### src/rtl/hciRspPkg.sv
`timescale 1ns/1ps
package hciRspPkg;

  typedef enum logic [2:0] {
    KIND_BAD,
    KIND_FWD,
    KIND_NEG,
    KIND_ALIVE,
    KIND_VEND
  } pktKind_e;

  typedef enum logic [1:0] {
    S_COLLECT,
    S_DECIDE,
    S_EMIT
  } ctrlState_e;

  // strobes from control to datapath
  typedef struct packed {
    logic accept;
    logic clear;
    logic emitTx;
    logic emitFwd;
    logic emitLast;
    logic capAddr;
  } ctrlStrb_t;

  localparam logic [7:0] TYPE_CMD   = 8'h01;
  localparam logic [7:0] TYPE_ACL   = 8'h02;
  localparam logic [7:0] TYPE_SCO   = 8'h03;
  localparam logic [7:0] TYPE_EVT   = 8'h04;
  localparam logic [7:0] TYPE_NEG   = 8'h06;
  localparam logic [7:0] TYPE_ALIVE = 8'h07;

  localparam int NEG_LEN      = 12;
  localparam int ALIVE_LEN    = 4;
  localparam int VEND_RSP_LEN = 14;
  localparam int ADDR_MIN_LEN = 30;

  localparam logic [7:0] VEND_EVT_CODE = 8'hFF;
  localparam logic [7:0] VEND_EVT_PLEN = 8'h0B;
  localparam logic [7:0] NEG_OK_CODE   = 8'h20;
  localparam logic [7:0] ALIVE_ACK     = 8'hCC;

  function automatic logic [7:0] negPattern(input int unsigned pos);
    case (pos)
      0:       return 8'h06;
      1:       return 8'h0A;
      3:       return 8'hA0;
      4:       return 8'h01;
      7:       return 8'h4C;
      9:       return 8'h96;
      default: return 8'h00;
    endcase
  endfunction

endpackage

### src/rtl/hciRspData.sv
`timescale 1ns/1ps
module hciRspData
  import hciRspPkg::*;
#(
  parameter int MAX_LEN = 64,
  localparam int LENW = $clog2(MAX_LEN + 1),
  localparam int IDXW = $clog2(MAX_LEN)
) (
  input  logic             clk,
  input  logic             rstN,
  input  logic             inValid,
  input  logic [7:0]       inByte,
  input  ctrlStrb_t        strb,
  input  logic [LENW-1:0]  idx,
  output pktKind_e         kind,
  output logic [LENW-1:0]  pktLen,
  output logic             addrHit,
  output logic             txValid,
  output logic [7:0]       txByte,
  output logic             txLast,
  output logic             fwdValid,
  output logic [7:0]       fwdByte,
  output logic             fwdLast,
  output logic [47:0]      devAddr,
  output logic             addrValid
);

  logic [7:0]      pktMem [MAX_LEN];
  logic [LENW-1:0] cnt;
  logic            ovf;

  // packet buffer fill
  always_ff @(posedge clk) begin
    if (!rstN) begin
      cnt <= '0;
      ovf <= 1'b0;
    end else if (strb.clear) begin
      cnt <= '0;
      ovf <= 1'b0;
    end else if (strb.accept && inValid) begin
      if (cnt < LENW'(MAX_LEN)) begin
        pktMem[cnt[IDXW-1:0]] <= inByte;
        cnt <= cnt + 1'b1;
      end else begin
        ovf <= 1'b1;
      end
    end
  end

  assign pktLen = cnt;

  // negotiation pattern compare, one comparator per byte
  logic [NEG_LEN-1:0] negMatch;
  for (genvar g = 0; g < NEG_LEN; g++) begin : gNegCmp
    assign negMatch[g] = (pktMem[g] == negPattern(g));
  end

  logic negOk, aliveOk, vendGrp, ocfZero;
  assign negOk   = (cnt == LENW'(NEG_LEN)) && (&negMatch);
  assign aliveOk = (cnt == LENW'(ALIVE_LEN)) && (pktMem[2] == 8'h55) && (pktMem[3] == 8'h00);
  assign vendGrp = (cnt >= LENW'(3)) && (pktMem[2][7:2] == 6'h3F);
  assign ocfZero = (pktMem[2][1:0] == 2'b00) && (pktMem[1] == 8'h00);
  assign addrHit = (cnt >= LENW'(ADDR_MIN_LEN)) && (pktMem[16] == 8'h01) && (pktMem[17] == 8'h00);

  always_comb begin
    kind = KIND_BAD;
    if (!ovf && cnt != '0) begin
      unique case (pktMem[0])
        TYPE_CMD:   kind = vendGrp ? (ocfZero ? KIND_VEND : KIND_BAD) : KIND_FWD;
        TYPE_ACL,
        TYPE_SCO:   kind = KIND_FWD;
        TYPE_NEG:   kind = negOk ? KIND_NEG : KIND_BAD;
        TYPE_ALIVE: kind = aliveOk ? KIND_ALIVE : KIND_BAD;
        default:    kind = KIND_BAD;
      endcase
    end
  end

  // response byte for the current emit index
  logic [LENW-1:0] prevIdx;
  logic [7:0]      rspByte;
  assign prevIdx = idx - 1'b1;

  always_comb begin
    rspByte = 8'h00;
    unique case (kind)
      KIND_NEG: begin
        if (idx == LENW'(0))       rspByte = TYPE_NEG;
        else if (idx == LENW'(1))  rspByte = 8'(NEG_LEN - 2);
        else if (idx == LENW'(2))  rspByte = NEG_OK_CODE;
        else if (idx < LENW'(10))  rspByte = pktMem[prevIdx[IDXW-1:0]];
        else                       rspByte = 8'hFF;
      end
      KIND_ALIVE: begin
        if (idx == LENW'(0))       rspByte = TYPE_ALIVE;
        else if (idx == LENW'(1))  rspByte = 8'h02;
        else if (idx == LENW'(2))  rspByte = ALIVE_ACK;
        else                       rspByte = 8'h00;
      end
      KIND_VEND: begin
        if (idx == LENW'(0))       rspByte = TYPE_EVT;
        else if (idx == LENW'(1))  rspByte = VEND_EVT_CODE;
        else if (idx == LENW'(2))  rspByte = VEND_EVT_PLEN;
        else                       rspByte = 8'h00;
      end
      default: rspByte = 8'h00;
    endcase
  end

  // registered output ports
  always_ff @(posedge clk) begin
    if (!rstN) begin
      txValid   <= 1'b0;
      txByte    <= '0;
      txLast    <= 1'b0;
      fwdValid  <= 1'b0;
      fwdByte   <= '0;
      fwdLast   <= 1'b0;
      devAddr   <= '0;
      addrValid <= 1'b0;
    end else begin
      txValid   <= strb.emitTx;
      txByte    <= strb.emitTx ? rspByte : 8'h00;
      txLast    <= strb.emitTx && strb.emitLast;
      fwdValid  <= strb.emitFwd;
      fwdByte   <= strb.emitFwd ? pktMem[idx[IDXW-1:0]] : 8'h00;
      fwdLast   <= strb.emitFwd && strb.emitLast;
      addrValid <= strb.capAddr;
      if (strb.capAddr) begin
        devAddr <= {pktMem[24], pktMem[25], pktMem[22], pktMem[26], pktMem[28], pktMem[29]};
      end
    end
  end

endmodule

### src/rtl/hciRspCtrl.sv
`timescale 1ns/1ps
module hciRspCtrl
  import hciRspPkg::*;
#(
  parameter int MAX_LEN = 64,
  localparam int LENW = $clog2(MAX_LEN + 1)
) (
  input  logic            clk,
  input  logic            rstN,
  input  logic            inValid,
  input  logic            inLast,
  input  pktKind_e        kind,
  input  logic [LENW-1:0] pktLen,
  input  logic            addrHit,
  output ctrlStrb_t       strb,
  output logic [LENW-1:0] idx,
  output logic            busy,
  output logic            errPulse
);

  ctrlState_e      state;
  logic [LENW-1:0] emitLen;
  logic            toFwd;
  logic            lastStep;
  logic [LENW-1:0] rspLen;

  assign lastStep = (idx == emitLen - 1'b1);
  assign busy     = (state != S_COLLECT);

  always_comb begin
    unique case (kind)
      KIND_NEG:   rspLen = LENW'(NEG_LEN);
      KIND_ALIVE: rspLen = LENW'(ALIVE_LEN);
      KIND_VEND:  rspLen = LENW'(VEND_RSP_LEN);
      default:    rspLen = pktLen;
    endcase
  end

  always_comb begin
    strb.accept   = (state == S_COLLECT);
    strb.clear    = ((state == S_DECIDE) && (kind == KIND_BAD)) ||
                    ((state == S_EMIT) && lastStep);
    strb.emitTx   = (state == S_EMIT) && !toFwd;
    strb.emitFwd  = (state == S_EMIT) && toFwd;
    strb.emitLast = (state == S_EMIT) && lastStep;
    strb.capAddr  = (state == S_DECIDE) && (kind == KIND_VEND) && addrHit;
  end

  always_ff @(posedge clk) begin
    if (!rstN) begin
      state    <= S_COLLECT;
      idx      <= '0;
      emitLen  <= '0;
      toFwd    <= 1'b0;
      errPulse <= 1'b0;
    end else begin
      errPulse <= 1'b0;
      unique case (state)
        S_COLLECT: begin
          if (inValid && inLast) state <= S_DECIDE;
        end
        S_DECIDE: begin
          idx     <= '0;
          emitLen <= rspLen;
          toFwd   <= (kind == KIND_FWD);
          if (kind == KIND_BAD) begin
            errPulse <= 1'b1;
            state    <= S_COLLECT;
          end else begin
            state <= S_EMIT;
          end
        end
        S_EMIT: begin
          idx <= idx + 1'b1;
          if (lastStep) state <= S_COLLECT;
        end
        default: state <= S_COLLECT;
      endcase
    end
  end

endmodule

### src/rtl/hciResponder.sv
`timescale 1ns/1ps
module hciResponder
  import hciRspPkg::*;
#(
  parameter int MAX_LEN = 64
) (
  input  logic        clk,
  input  logic        rstN,
  input  logic        inValid,
  input  logic [7:0]  inByte,
  input  logic        inLast,
  output logic        busy,
  output logic        txValid,
  output logic [7:0]  txByte,
  output logic        txLast,
  output logic        fwdValid,
  output logic [7:0]  fwdByte,
  output logic        fwdLast,
  output logic        errPulse,
  output logic [47:0] devAddr,
  output logic        addrValid
);

  localparam int LENW = $clog2(MAX_LEN + 1);

  ctrlStrb_t       strb;
  logic [LENW-1:0] idx;
  logic [LENW-1:0] pktLen;
  pktKind_e        kind;
  logic            addrHit;

  hciRspCtrl #(.MAX_LEN(MAX_LEN)) uCtrl (
    .clk(clk), .rstN(rstN), .inValid(inValid), .inLast(inLast),
    .kind(kind), .pktLen(pktLen), .addrHit(addrHit),
    .strb(strb), .idx(idx), .busy(busy), .errPulse(errPulse)
  );

  hciRspData #(.MAX_LEN(MAX_LEN)) uData (
    .clk(clk), .rstN(rstN), .inValid(inValid), .inByte(inByte),
    .strb(strb), .idx(idx), .kind(kind), .pktLen(pktLen), .addrHit(addrHit),
    .txValid(txValid), .txByte(txByte), .txLast(txLast),
    .fwdValid(fwdValid), .fwdByte(fwdByte), .fwdLast(fwdLast),
    .devAddr(devAddr), .addrValid(addrValid)
  );

endmodule

### config.mk
export PLATFORM = sky130hd
export DESIGN_NAME = hciResponder
export DESIGN_NICKNAME = d
export VERILOG_FILES = /design/src/rtl/hciRspPkg.sv /design/src/rtl/hciRspData.sv /design/src/rtl/hciRspCtrl.sv /design/src/rtl/hciResponder.sv
export SDC_FILE = /design/constraint.sdc
export NUM_CORES = 1
export LEC_CHECK = 0
export ABC_AREA = 0
export BUFFER_PORTS_ARGS = -buffer_cell sky130_fd_sc_hd__buf_2
export CAP_MARGIN = 30
export CORE_ASPECT_RATIO = 2
export CORE_MARGIN = 3
export CORE_UTILIZATION = 60
export DETAILED_ROUTE_END_ITERATION = 16
export PLACE_DENSITY = 0.76
export SLEW_MARGIN = 10
export SYNTH_ARGS = -nofsm -noshare
export SYNTH_HDL_FRONTEND = slang
export SYNTH_SLANG_ARGS = --single-unit
### constraint.sdc
create_clock -name clk -period 6.3 [get_ports clk]
set_input_delay 0.945 -clock clk [delete_from_list [all_inputs] [get_ports clk]]
set_output_delay 0.945 -clock clk [all_outputs]
set_load 0.01 [all_outputs]
After elaboration in Yosys (flattened, before gate mapping)
Memories as Yosys holds them, arrays and structs flattened. A register that Yosys moved wholly into a read port is not among the register bits.
Index checks and enable logic that the tools add are counted.

storage, ports and cells
  bits in registers = 39
  latch bits = 0
  RAM bits = 512
  ROM bits = 0
  bits of input ports = 12
  output and inout port bits = 71
  logic and storage cells = 132
  memories kept = 1

operators by class
  add/sub/neg operators = 4
  $mul = 0
  div/mod/pow operators = 0
  order comparisons = 4
  equal/unequal tests = 26
  shift-type cells = 0
  multiplexer cells = 29
  bitwise gates (word level) = 2
  reductions and logical operators = 53

memories
  name          words  bits a word  rd ports  clocked after Yosys merged registers in  write ports  line              source
  uData.pktMem  64     8            22        7                                        1            hciRspData.sv:28  logic [7:0] pktMem [MAX_LEN];

operator list
  kind                 count
  $logic_not 8->1      9
  $mux 8               9
  $eq 8x1->1 const B   3
  $pmux 8 s3           1
  $pmux 7 s3           1
  $logic_and 1x1->1    18
  $eq 8x2->1 const B   2
  $eq 8x3->1 const B   2
  $eq 8x7->1 const B   2
  $eq 8x8->1 const B   2
  $add 7x1->7 const B  2
  $pmux 7 s2           1
  $pmux 3 s4           1
  $reduce_and 12->1    1
  $reduce_and 2->1     6
  $mux 2               5
  $logic_not 1->1      9
  $mux 3               3
  $eq 8x4->1 const B   1
  $eq 7x1->1 const B   1
  $eq 7x2->1 const B   1
  $eq 7x3->1 const B   1
  $eq 7x4->1 const B   1
  $eq 7x7->1           1
  25 further kinds     35

Logic depth before layout (Yosys ltp)
An unclocked memory read counts as a cell.

  depth in word-level cells = 13
  mapped depth = 18
  gate-level depth less buffers = 9

Modules after synthesis
A second synthesis with hierarchy kept.

second synthesis, totals
  cell total of the unflattened synthesis = 1532
  area, all modules = 27829.2 um2

modules (own cells, without submodules)
  module      times used  cells an instance  area each (um2)  sequential area each (um2)
  hciRspData  1           1405               26741.9          16916.2
  hciRspCtrl  1           127                1087.3           360.3

Least setup slack after synthesis
OpenSTA, ideal clock, no wires.

  path kind = reg-to-reg
  from = register uCtrl.idx[1]
  to = register uData.txByte[4]
  library setup time = 0.132 ns
  data arrival time = 4.153 ns
  required time = 6.168 ns
  slack = 2.015 ns
  stages on the path, launching flop included = 16
  buffers on the path = 7
  period minus slack after synthesis = 4.285 ns
  path through = dfxtp_1 -> buf_2 -> clkbuf_1 -> buf_1 -> inv_1 -> clkbuf_1 -> ha_1 -> buf_4 -> buf_1 -> clkbuf_1 -> mux4_2 -> mux4_2 -> nand2_1 -> a21oi_1 -> a311oi_1 -> o32ai_1

on the way
  cells in the longest elaborated chain, start to end = 7
  elaborated cells on any way between the ends = 15
  classes of those cells = add/sub: 1; order compare: 1; eq/ne: 2; mux: 9; reduce/logical: 1; memory: 1

ends and longest elaborated chain
  item                      line               source
  start: declaration        hciRspCtrl.sv:16   output logic [LENW-1:0] idx,
  start signal: assignment  hciRspCtrl.sv:74   idx <= idx + 1'b1;
  $sub 6x1->6               hciRspData.sv:82   assign prevIdx = idx - 1'b1;
  $mem_v2 64x8              n/a
  $mux 8                    hciRspData.sv:91   else if (idx < LENW'(10)) rspByte = pktMem[prevIdx[IDXW-1:0]];
  $mux 8                    hciRspData.sv:90   else if (idx == LENW'(2)) rspByte = NEG_OK_CODE;
  $mux 8                    hciRspData.sv:89   else if (idx == LENW'(1)) rspByte = 8'(NEG_LEN - 2);
  $mux 8                    hciRspData.sv:88   if (idx == LENW'(0)) rspByte = TYPE_NEG;
  $pmux 8 s3 (*)            hciRspData.sv:86   unique case (kind)
  end signal: assignment    hciRspData.sv:123  txByte <= strb.emitTx ? rspByte : 8'h00;
  end: declaration          hciRspData.sv:19   output logic [7:0] txByte,

Every way passes the cells marked *; elsewhere a longest branch is shown, timed or not.
A chain may end at the register's enable or synchronous reset.

Final worst setup path
  from = register uData.cnt[0] (netlist: uData.pktLen[0])
  to = memory uData.pktMem[26][7] (enable)

on the way
  cells in the longest elaborated chain, start to end = 12
  elaborated cells on any way between the ends = 23
  classes of those cells = order compare: 2; eq/ne: 2; mux: 10; reduce/logical: 9

ends and longest elaborated chain
  item                                                 line              source
  start: declaration                                   hciRspData.sv:29  logic [LENW-1:0] cnt;
  start signal: assignment                             hciRspData.sv:43  cnt <= cnt + 1'b1;
  branches (longest 12 deep; another with $ge 7x2->1)  n/a
  end: declaration                                     hciRspData.sv:28

Parallel ways; which one is timed is not known.

==> impl_results.md <==
- DRC violations left: 0
- Fin crit share: 68.3%
- Placed Area: 29,700 µm²
- Setup ws final: 2000 ps
- First-pass GRT wire length: between 100,000 and 150,000 µm
- Synth Area in XOR/XNOR: 0.673%
- Number of global-route vias before repair: about 18,000
- Fin. max-slew vios: 0
- Fraction of registers with async set/reset: 0%
- Crit path top cell by count: nor3_1
- Top achievable clock speed: ~230 MHz
- CTS tree: done
- CTS Sinks: slightly above 600
- Number of DRC markers in iteration 0: 2,913
- Vias per std cell: between 7 and 8
- Leak Pwr: 9.80 nW
- Max incr delay on CP: 710 ps
- Flops & latches, synth: 607
- Routed vias: around 19,000
- Crit path max-delay family: simple AND/OR/NAND/NOR gates
- Max VDD drop: 0.266 mV
- PortBufs: 82
- Drt wl/cell: 35.7 µm
- Post-CTS repair timing setup buffer count: 0
- # rows: 112
- Core Area: between 40,000 and 50,000 µm²
- Clk_lat worst skew: 610 ps
- Final nets: 1,871
- Final min period: 4300 ps
- Slew @ Worst Pin: 1160 ps
- Syn Area/Cell: 16.2 µm²
- Post-Synth Simple-Gate Area: between 7 and 8%
- Slowest-stage cell, CP: nor3_1
- Critical path endpoint category: flop
- Main combinational cell family by area after synthesis: multiplexers
- GR Overflow Total: 0
- Post-synthesis adder-cell area fraction: 0.440%
- Final wirelength: between 80,000 and 90,000 µm
- Critical path startpoint category: flop
- Sequential area share after synthesis: 60.7%
- DRT Pass-1 Iters: 6
- Fin area: 31,600 µm²
- Share of cells above drive strength 1: 29.9%
- WP data arrival: 4600 ps
- Pwr dens: 274 nW/µm²
- Max cap viols: 0
- RSZ-0062 raised after global routing: false
- Largest net degree at the start of global routing: 112
- Relative slew slack: 22.6%
- Post-synthesis compound-gate area fraction: 4.66%
- Placed cells: roughly 2,400
- Post-cts sizing count: 0
- Initial antenna violation count: 2
- Post-route ant nets: 0
- Cts bufs inserted: 49
- Count of different cell masters after synthesis: 76
- Clock transition at path regs: 70 ps
- Crit-path max FO: 48
- Setup TNS: 0 ps
- Hold Vio Cnt, Final: 0
- Required @ worst endpoint: approximately 6600 ps
- Global-route usage over all layers: ~36%
- Syn_nets: 1,781
- Die ar.: 50,200 µm²
- Worst clock skew: 22.7 ps
- Utilization after layout: around two thirds
- Mux cell area share after synthesis: a little under a quarter
- Min-delay worst type: reg2reg
- H-tree level count: 2
- Yosys Warn Count: 0
- Crit Path Class: reg2reg
- Die height: about 310 µm
- Non-filler cells, final: about 2,500
- Dpl hpwl: 62,200 µm
- CTS Buffer Depth: 3
- Top_reg_cell synth: edfxtp_1
- Post-synthesis cell area: 28,500 µm²
- GPL Wtd Cong: 1.05
- Hold slack: 448 ps
- Die W: 160 µm
- # hold bufs at CTS: 0
- Io pins: 83
- Mapped Cells: roughly 1,800
- Status: complete, no violations
- Initial core utilization: 60.8%
- CP bufs+invs: 3
- Setup violators final: 0
- Power Total: 8.65 mW
- CP cell instances: inv_1 -> ha_1 -> nor4bb_1 -> nand4_1 -> nor3_1 -> a311oi_2 -> nor3_1 -> o31ai_4 -> buf_4 -> nor3_1 -> buf_2
- Dpl ws: approximately 2100 ps
- EDFF count, synth: about 510
- Layout area overhead: 11.1%
- Root buffer cell: clkbuf_16
==> cell families (layout without fill, tap and decap cells) <==
logic type	after synthesis	in the layout
flops	607	607
simple gates	443	443
mux	322	322
compound gates	201	201
buf+inv	155	286
xor+xnor	21	21
fa+ha+maj	10	10
other cells	0	1
==> synthesized netlist by cell type (15+ instances only) <==
cell type  instances  share of area (%)
a211oi_1          18               0.47
edfxtp_1         512                 54
a21oi_1           88                1.5
clkbuf_1          59               0.78
nor3_1            78                1.4
o21ai_0           15               0.26
nand2_1          179                2.4
nor4_1            23               0.51
dfxtp_1           95                6.7
buf_2             43               0.76
mux4_2           268                 21
inv_1             21               0.28
nand3_1           22               0.39
nor2_1            53               0.70
mux2i_1           46                1.6
==> cell type report <==
class	count	area, µm²
Sequential cell	607	17300
Timing Repair Buffer	171	1020
Tap cell	627	785
Clock inverter	32	468
Fill cell	3190	15200
Antenna cell	1	2.50
Multi-Input combinational cell	997	10600
Inverter	23	86.3
Clock buffer	60	1350
==> report_power, final <==
part	internal [mW]	switching (mW)	total, mW
Sequential	4.35	0.0240	4.38
Combinational	0.345	0.488	0.833
Clock	1.99	1.45	3.44
==> tightest hold or removal path, delay by kind of cell (launching register included) <==
family / cells / cell delay, ps
flip-flops: 1 / 310
AND/OR/NAND/NOR: 1 / 50
AO/OA/AOI/OAI: 1 / 50
==> per-layer routing <==
metal	vias to the layer above	track usage [%]	wire length (µm)
li1	7362	-	-
met1	9428	39.2	26800
met2	1500	61.5	45300
met3	425	6.03	7480
met4	4	29.9	10300
met5	-	0	34
==> state kept, by name, indices dropped and copies added (netlist names), 2 cells and up <==
name / cells
uData.devAddr: 48
uCtrl.idx: 7
uData.txByte: 8
uData.pktMem: 512
uCtrl.emitLen: 7
uCtrl.state: 2
uData.fwdByte: 8
uData.pktLen: 7
==> cell usage in the layout (no fill, tap or decap), types with 17 or more instances in the layout <==
cell / instances
edfxtp_1: 512
mux4_2: 268
nand2_1: 179
buf_2: 119
dfxtp_1: 91
a21oi_1: 88
nor3_1: 67
nor2_1: 52
clkbuf_16: 51
buf_4: 47
mux2i_1: 46
nand3_1: 22
inv_1: 20
a211oi_1: 18
nor4_1: 17
==> worst paths after layout <==
check / startpoint / to / slack (ps) / cells after the start
worst max register to register: uData.pktLen[0] / uData.pktMem[26][7] / 2000 / 11
worst min-delay path: uData.devAddr[47] / uData.devAddr[47] / 450 / 2
worst min register to register: uData.devAddr[47] / uData.devAddr[47] / 450 / 2
worst max-delay path: uData.pktLen[0] / uData.pktMem[26][7] / 2000 / 11
No activity file was read; power rests on OpenSTA's default activity.
